File: config.mk
export PLATFORM = sky130hd
export DESIGN_NAME = dual_sq_burst
export DESIGN_NICKNAME = d
export VERILOG_FILES = /design/src/rtl/sqb_pkg.sv /design/src/rtl/sq_decode.sv /design/src/rtl/sq_bank.sv /design/src/rtl/sq_drain.sv /design/src/rtl/dual_sq_burst.sv
export SDC_FILE = /design/constraint.sdc
export NUM_CORES = 1
export LEC_CHECK = 0
export BUFFER_PORTS_ARGS = -buffer_cell sky130_fd_sc_hd__clkbuf_2
export CAP_MARGIN = 20
export CORE_MARGIN = 5
export CORE_UTILIZATION = 45
export DETAILED_ROUTE_END_ITERATION = 8
export PLACE_DENSITY_LB_ADDON = 0.15
export SLEW_MARGIN = 40
export SYNTH_ARGS = -nofsm -noshare
export SYNTH_HDL_FRONTEND = slang
export SYNTH_SLANG_ARGS = --single-unit
File: constraint.sdc
create_clock -name clk -period 7.45 [get_ports clk]
set_input_delay 2.235 -clock clk [delete_from_list [all_inputs] [get_ports clk]]
set_output_delay 2.235 -clock clk [all_outputs]
set_load 0.005 [all_outputs]
File: src/rtl/sqb_pkg.sv
package sqb_pkg;
    localparam int ADDR_W  = 32;
    localparam int WORD_W  = 32;
    localparam int SLOTS   = 8;
    localparam int QUEUES  = 2;
    localparam int HI_W    = 6;
    localparam int SLOT_W  = $clog2(SLOTS);
    localparam int LINE_LSB = SLOT_W + 2;                 // 5
    localparam int MID_W   = ADDR_W - HI_W - LINE_LSB;    // 21
    localparam logic [HI_W-1:0] WIN_TAG = 6'b111000;

    typedef struct packed {
        logic              hit;
        logic              q;
        logic [SLOT_W-1:0] slot;
    } sq_dec_t;

    typedef struct packed {
        logic              en;
        logic              q;
        logic              quad;
        logic [SLOT_W-1:0] slot;
        logic [2*WORD_W-1:0] data;
    } sq_wr_t;

    function automatic sq_dec_t decode_addr(input logic [ADDR_W-1:0] a);
        sq_dec_t d;
        d.hit  = (a[ADDR_W-1 -: HI_W] == WIN_TAG);
        d.q    = a[LINE_LSB];
        d.slot = a[LINE_LSB-1:2];
        return d;
    endfunction

    function automatic logic [ADDR_W-1:0] line_base(input logic [HI_W-1:0] hi,
                                                   input logic [ADDR_W-1:0] a);
        return {hi, a[LINE_LSB+MID_W-1:LINE_LSB], {LINE_LSB{1'b0}}};
    endfunction
endpackage

File: src/rtl/sq_decode.sv
module sq_decode
    import sqb_pkg::*;
(
    input  logic                st_valid,
    input  logic [ADDR_W-1:0]   st_addr,
    input  logic [2*WORD_W-1:0] st_data,
    input  logic                st_quad,
    input  logic                fl_valid,
    input  logic [ADDR_W-1:0]   fl_addr,
    input  logic [HI_W-1:0]     upper0,
    input  logic [HI_W-1:0]     upper1,
    input  logic                busy,
    input  logic                act_q,
    output logic                st_stall,
    output logic                fl_stall,
    output sq_wr_t              wr,
    output logic                fl_go,
    output logic                fl_q,
    output logic [ADDR_W-1:0]   fl_base
);
    sq_dec_t sd, fd;

    always_comb begin
        sd = decode_addr(st_addr);
        fd = decode_addr(fl_addr);

        st_stall = st_valid && sd.hit && busy && (sd.q == act_q);
        fl_stall = fl_valid && fd.hit && busy;

        wr.en   = st_valid && sd.hit && !st_stall;
        wr.q    = sd.q;
        wr.quad = st_quad;
        wr.slot = sd.slot;
        wr.data = st_data;

        fl_go   = fl_valid && fd.hit && !busy;
        fl_q    = fd.q;
        fl_base = line_base(fd.q ? upper1 : upper0, fl_addr);
    end
endmodule

File: src/rtl/sq_bank.sv
module sq_bank
    import sqb_pkg::*;
#(
    parameter logic QID = 1'b0
) (
    input  logic              clk,
    input  logic              rst,
    input  sq_wr_t            wr,
    input  logic              blocked,
    input  logic [SLOT_W-1:0] rd_slot,
    output logic [WORD_W-1:0] rd_data
);
    logic [WORD_W-1:0] mem [SLOTS];
    logic              mine;
    logic [SLOT_W-1:0] lo_slot;

    always_comb begin
        mine    = wr.en && (wr.q == QID);
        lo_slot = wr.quad ? {wr.slot[SLOT_W-1:1], 1'b0} : wr.slot;
    end

    always_ff @(posedge clk) begin
        if (rst) begin
            for (int i = 0; i < SLOTS; i++) mem[i] <= '0;
        end else if (mine) begin
            mem[lo_slot] <= wr.data[WORD_W-1:0];
            if (wr.quad) mem[lo_slot | 1] <= wr.data[2*WORD_W-1:WORD_W];
        end
    end

    assign rd_data = mem[rd_slot];

    // No write may land in a buffer that is being drained.
    assert_no_write_draining_R8: assert property (@(posedge clk) disable iff (rst)
        mine |-> !blocked);
endmodule

File: src/rtl/sq_drain.sv
module sq_drain
    import sqb_pkg::*;
(
    input  logic              clk,
    input  logic              rst,
    input  logic              go,
    input  logic              go_q,
    input  logic [ADDR_W-1:0] go_base,
    input  logic              m_ready,
    output logic              busy,
    output logic              act_q,
    output logic [SLOT_W-1:0] beat,
    output logic              m_valid,
    output logic [ADDR_W-1:0] m_addr,
    output logic              m_last
);
    logic [ADDR_W-1:0] base_q;
    logic              fire;

    always_comb begin
        fire    = busy && m_ready;
        m_valid = busy;
        m_last  = busy && (beat == SLOT_W'(SLOTS-1));
        m_addr  = base_q | {{(ADDR_W-SLOT_W-2){1'b0}}, beat, 2'b00};
    end

    always_ff @(posedge clk) begin
        if (rst) begin
            busy   <= 1'b0;
            act_q  <= 1'b0;
            beat   <= '0;
            base_q <= '0;
        end else if (!busy) begin
            if (go) begin
                busy   <= 1'b1;
                act_q  <= go_q;
                beat   <= '0;
                base_q <= go_base;
            end
        end else if (fire) begin
            if (m_last) busy <= 1'b0;
            beat <= beat + 1'b1;
        end
    end

    assert_hold_when_not_ready_R6: assert property (@(posedge clk) disable iff (rst)
        (m_valid && !m_ready) |=> (m_valid && $stable(m_addr)));
    assert_aligned_start_R5: assert property (@(posedge clk) disable iff (rst)
        $rose(m_valid) |-> (m_addr[LINE_LSB-1:0] == '0));
    assert_drop_after_last_R12: assert property (@(posedge clk) disable iff (rst)
        (m_valid && m_ready && m_last) |=> !m_valid);
    assert_step_by_word_R4: assert property (@(posedge clk) disable iff (rst)
        (m_valid && m_ready && !m_last) |=> (m_valid && m_addr == $past(m_addr) + 4));
endmodule

File: src/rtl/dual_sq_burst.sv
module dual_sq_burst
    import sqb_pkg::*;
(
    input  logic                clk,
    input  logic                rst,
    input  logic                st_valid,
    input  logic [ADDR_W-1:0]   st_addr,
    input  logic [2*WORD_W-1:0] st_data,
    input  logic                st_quad,
    output logic                st_stall,
    input  logic                fl_valid,
    input  logic [ADDR_W-1:0]   fl_addr,
    output logic                fl_stall,
    input  logic [HI_W-1:0]     upper0,
    input  logic [HI_W-1:0]     upper1,
    output logic [ADDR_W-1:0]   m_addr,
    output logic [WORD_W-1:0]   m_data,
    output logic                m_valid,
    input  logic                m_ready,
    output logic                m_last
);
    sq_wr_t            wr;
    logic              fl_go, fl_q, busy, act_q;
    logic [ADDR_W-1:0] fl_base;
    logic [SLOT_W-1:0] beat;
    logic [WORD_W-1:0] rd [QUEUES];

    sq_decode u_dec (
        .st_valid(st_valid), .st_addr(st_addr), .st_data(st_data), .st_quad(st_quad),
        .fl_valid(fl_valid), .fl_addr(fl_addr), .upper0(upper0), .upper1(upper1),
        .busy(busy), .act_q(act_q), .st_stall(st_stall), .fl_stall(fl_stall),
        .wr(wr), .fl_go(fl_go), .fl_q(fl_q), .fl_base(fl_base)
    );

    for (genvar g = 0; g < QUEUES; g++) begin : g_bank
        sq_bank #(.QID(1'(g))) u_bank (
            .clk(clk), .rst(rst), .wr(wr),
            .blocked(busy && (act_q == 1'(g))),
            .rd_slot(beat), .rd_data(rd[g])
        );
    end

    sq_drain u_drain (
        .clk(clk), .rst(rst), .go(fl_go), .go_q(fl_q), .go_base(fl_base),
        .m_ready(m_ready), .busy(busy), .act_q(act_q), .beat(beat),
        .m_valid(m_valid), .m_addr(m_addr), .m_last(m_last)
    );

    assign m_data = rd[act_q];

    assert_data_hold_R6: assert property (@(posedge clk) disable iff (rst)
        (m_valid && !m_ready) |=> $stable(m_data));
    assert_no_stall_when_idle_R9: assert property (@(posedge clk) disable iff (rst)
        !m_valid |-> (!st_stall && !fl_stall));
endmodule

* Word level (Yosys, flattened, before mapping)
Memory sizes are Yosys's and may differ from the RTL's. A register that Yosys moved wholly into a read port is not among the register bits. Cells that the tools add are included.
Operators by class: multiplexer cells 43, equality and inequality tests 5, magnitude comparators 1, reduce and logical (&&, ||, !) cells 20, bitwise logic cells 4, add/sub/neg operators 1
Operator list (count):
- $mux 32 | 7
- $reduce_or 32->1 | 4
- $mux 3 | 11
- $or 32x5->32 | 1
- $mux 1 | 24
- $eq 6x6->1 const B | 2
- $logic_and 1x1->1 | 11
- $mux 6 | 1
- $reduce_and 2->1 | 2
- $add 3x1->3 const B | 1
- $eq 3x3->1 const B | 1
- $ge 2x2->1 const B | 1
- $logic_not 1->1 | 2
- $ne 2x2->1 const B | 1
- $not 1->1 | 2
- $not 1->2 | 1
- $reduce_bool 2->1 | 1
- $eq 1x1->1 | 1
Storage, ports and cells: logic and storage cells 80, memories 2, output and inout port bits 68, register bits 32, memory bits (writable) 512
Memory list:
- g_bank[0].u_bank.mem | words 8, bits a word 32, read ports 1, clocked after memory_dff 1, write ports 8, line sq_bank.sv:13 | logic [WORD_W-1:0] mem [SLOTS];
- g_bank[1].u_bank.mem | words 8, bits a word 32, read ports 1, clocked after memory_dff 1, write ports 8, line sq_bank.sv:13

* Depth between registers and ports, before layout
depth in word-level cells 12, mapped depth 8, gate-level depth less buffers 5

* Cells and area by module
Synthesis repeated with hierarchy kept, for this count alone.
Second synthesis, totals: cell total of the unflattened synthesis 1927, area, all modules 28581.2 um^2
Modules (own cells, without submodules):
- sq_bank at g_bank[0].u_bank | instances 1, area an instance 12762.2 um^2, cells each 789
- sq_bank at g_bank[1].u_bank | instances 1, area an instance 12639.6 um^2, cells each 789
- sq_drain | instances 1, area an instance 1754.2 um^2, cells each 197
- sq_decode | instances 1, area an instance 880.8 um^2, cells each 114
- dual_sq_burst | instances 1, area an instance 544.3 um^2, cells each 38

* Worst setup path after synthesis
OpenSTA, ideal clock, no wires.
path kind input port to flip-flop, start point in st_addr[28], end point mem g_bank[0].u_bank.mem[1][0] (enable), cell stages on the path 6, data arrival time 5230 ps, path buffers 2, path slack 1792 ps, path through or4b_1 a2111o_1 buf_6 or2_1 buf_4 o21bai_1
RTL lines:
- start: declaration | line dual_sq_burst.sv:7 | input logic [ADDR_W-1:0] st_addr,
- end: declaration | line sq_bank.sv:13

* Worst setup path in the final report
start point in st_addr[28], end point out st_stall
On the way: cells in the longest elaborated chain, start to end 4
Ends and longest elaborated chain:
- $eq 6x6->1 | line sqb_pkg.sv:28 | d.hit = (a[ADDR_W-1 -: HI_W] == WIN_TAG);
- $logic_and 1x1->1 (3 in a row) | line sq_decode.sv:27 | st_stall = st_valid && sd.hit && busy && (sd.q == act_q);
- end: declaration | line dual_sq_burst.sv:10 | output logic st_stall,
No other way between the ends.

==> summary.txt <==
Status
  – Status: completed

Critical path
  – Top Family by Delay on Critical Path: simple AND/OR/NAND/NOR gates
  – Worst flop-to-flop path endpoint: g_bank[1].u_bank.mem[0][25]
  – Crit-path slowest cell: or4b_1
  – Crit path DAT: 3350 ps
  – CP Capture Type: primary output
  – WP buf/inv: 2
  – CP most frequent cell: clkbuf_2
  – Max Fanout on Critical Path: 2
  – RR Startpoint: u_drain.base_q[5]
  – Reg2reg path depth: 7
  – Nature of the critical path startpoint: input port
  – Register-to-register setup slack: 3520 ps
  – Critical path class: in2out
  – WP data required: 5220 ps
  – CP Cell Sequence: clkbuf_2, or4b_1, nor4_1, clkbuf_2
  – Delay of the slowest critical-path stage: 600 ps

CTS
  – Cts repair resizes: 0
  – Reg clk slew, reported paths: 60 ps
  – CTS max path bufs: 3
  – # hold bufs at CTS: 0
  – CTS sink cnt: 546
  – Post-CTS Setup Inserts: 0
  – CTS tree: done
  – H-Tree Depth: 2
  – Clk_lat worst skew: 620 ps
  – CTS Root Cell: clkbuf_16
  – Number of buffers created by CTS: 57

Yosys
  – Synth async-reset ratio: 0%
  – Post-synth EDFFs: 512
  – Synth top area share: 63.0%
  – Top cells by area, synth: edfxtp_1 63%, and2_1 6.6%, mux4_2 6.0%
  – Most frequent cell after synthesis: edfxtp_1
  – Synthesized area: 24400 sq um
  – Register area share after synthesis: 65.7%
  – Netlist cell types: 42
  – Warnings from Yosys: 0
  – Synth Flop Type: edfxtp_1
  – Commonest cells post-synth: 512 x edfxtp_1, 272 x nor2_1, 258 x and2_1, 157 x a22oi_1, 132 x mux2i_1
  – Syn_area_per_cell: 13.8 sq um
  – Cells after Synth: 1771
  – Synth area leader: edfxtp_1
  – Seq cells post-synth: 546

Drt
  – # DRC: 0
  – Via count: 15700
  – Initial DRT Pass Iterations: 5
  – Detailed Route WL: 72700 microns
  – Post-route ant nets: 0
  – First DRT Iteration DRCs: 1761
  – Vias per inst: 5.88
  – Routed len/inst: 27.3 microns

Cells and area
  – Post-route insts no fill: 2662
  – FILL cells: 4574
  – Layout net count: 2067
  – Layout overhead on the synthesized area: 14.7%
  – Footprint of the multi-input gates: 7920 sq um
  – Share of layout cells above drive strength 1: 21.1%
  – Post-layout utilization of the core: 52.1%
  – Inserted Diodes: 0
  – FF+latch area: 16100 sq um

Hold path
  – Worst hold path class: reg2reg
  – Hold EP: u_drain.base_q[12]
  – Hold Crit Start: u_drain.base_q[12]
  – WHS Path Cells: 2

Timing
  – Clk_skew: 12.7 ps
  – Setup violators final: 0
  – Setup_tns: 0 ps
  – Worst slew margin: 40.7%
  – Min Tclk post-route: 5580 ps
  – Period utilisation layout: 74.9%
  – Hold Fails Final Rpt: 0
  – RSZ-0062 raised after global routing: no
  – Fmax: 0.179 GHz
  – Slew Viols, Final: 0
  – Slew @ Worst Pin: 890 ps

Placed design
  – IO Port Bufs: 184
  – HPWL Detailed: 43300 microns
  – Placed Cells: 2555
  – Gpl congestion: 0.832

Global route
  – Largest net degree at the start of global routing: 76
  – Grt met1 use: 33.5%
  – GRT met3 Usage: 6.52%
  – Global-route wire length before repair: 107000 microns
  – Initial antenna violation count: 5
  – Most Used Layer, Global Route: met2
  – Vias in the first global route: 16200
  – GRT Total Usage: 24.3%
  – GRT overflow: 0
  – Grt met2 use: 38.8%

Floorplan
  – Die width: 243 microns
  – Starting Density: 45.4%
  – Die Area: 59000 sq um
  – IO Count: 214
  – FP Rows: 85
  – Die height: 243 microns
  – Core ar.: 53800 sq um

Flow run
  – Max-Cap Viols: 0

Pwr
  – Max VDD drop: 0.190 mV
  – Power Dens Cells: 238 nW/um^2
  – Leakage: 9.44 nW
## worst max-delay path by stage
| stage | to | start | cells after the start |
|---|---|---|---|
| 4_1_cts | st_stall | st_addr[28] | 4 |
| 6_report | st_stall | st_addr[28] | 4 |
| 3_3_place_gp | g_bank[1].u_bank.mem[2][13] | st_addr[28] | 7 |
| 3_5_place_dp | g_bank[1].u_bank.mem[0][30] | st_addr[28] | 7 |
| 5_1_grt | m_data[21] | register | 5 |
| 2_1_floorplan | g_bank[0].u_bank.mem[1][0] | st_addr[28] | 6 |
## metal layers
metal  share of wire, %  vias up  wire length, microns
met3                 10      130                  7260
met2                 47      725                 33900
met5               0.11        -                    81
met4                2.3        6                  1680
li1                   -     6859                     -
met1                 41     7940                 29800
## registers in the layout (all words and copies together) (netlist names), named ones only
name               flops
g_bank.u_bank.mem    512
u_drain.base_q        27
u_drain.busy           1
u_drain.beat           3
## stage by stage
stage               power (mW)  area [sq um]  worst slack [ps]  hold WS (ps)
finish                    6.67         28000              1870           457
CTS                       6.72         28000              1850           459
floorplan                 3.74         24400              1790           453
global route              6.88         28000              1780           476
detailed placement        3.93         26200              1760           450
global placement          3.92         26100              1630           443
## kinds of logic (layout without fill, tap and decap cells)
| kind of cell | after synthesis | after routing | share of synthesized area, % |
|---|---|---|---|
| and+or+nand+nor | 680 | 680 | 14.0 |
| DFF | 546 | 546 | 65.7 |
| AOI/OAI and AO/OA | 203 | 203 | 5.99 |
| muxes | 198 | 198 | 11.5 |
| buffers and inverters | 140 | 334 | 2.63 |
| adders and majority gates | 2 | 2 | 0.102 |
| other | 1 | 2 | 0.0154 |
| xor gates and xnor gates | 1 | 1 | 0.0359 |
## area by class of cell
type / count / share of cell area (%)
sequential: 546 / 57.3
multi-input combinational: 1086 / 28.3
clock buffer: 87 / 6.17
timing repair buffer: 225 / 4.68
tap: 696 / 3.11
clock inverter: 19 / 0.406
inverter: 3 / 0.0402
## power by group
group,total (mW),leakage [nW],internal (mW),switching (mW)
sequential,3.52,5.13,3.49,0.0380
combinational,0.343,3.40,0.108,0.235
clock,2.81,0.906,1.63,1.18
total,6.67,9.44,5.22,1.45
## layout by cell type, fill, tap and decap left out, drive strengths merged, types with 8 or more instances in the layout
cell / synthesis / layout
clkinv: 0 / 17
and2: 259 / 259
edfxtp: 512 / 512
buf: 48 / 41
nor2: 272 / 272
nand2: 78 / 78
a22oi: 157 / 157
clkbuf: 89 / 271
o21bai: 8 / 8
nand3: 35 / 35
a21oi: 24 / 24
mux4: 65 / 65
or2: 12 / 12
nor3: 9 / 9
mux2i: 132 / 132
dfxtp: 34 / 34
## worst register-to-register path: cells and delay by family, from the launching register on
family | cells | cell delay [ps]
buffers and inverters | 3 | 1370
and+or+nand+nor | 2 | 940
AOI/OAI and AO/OA | 1 | 790
DFF | 1 | 310
xor gates and xnor gates | 1 | 200
No activity file was read; power rests on OpenSTA's default activity.
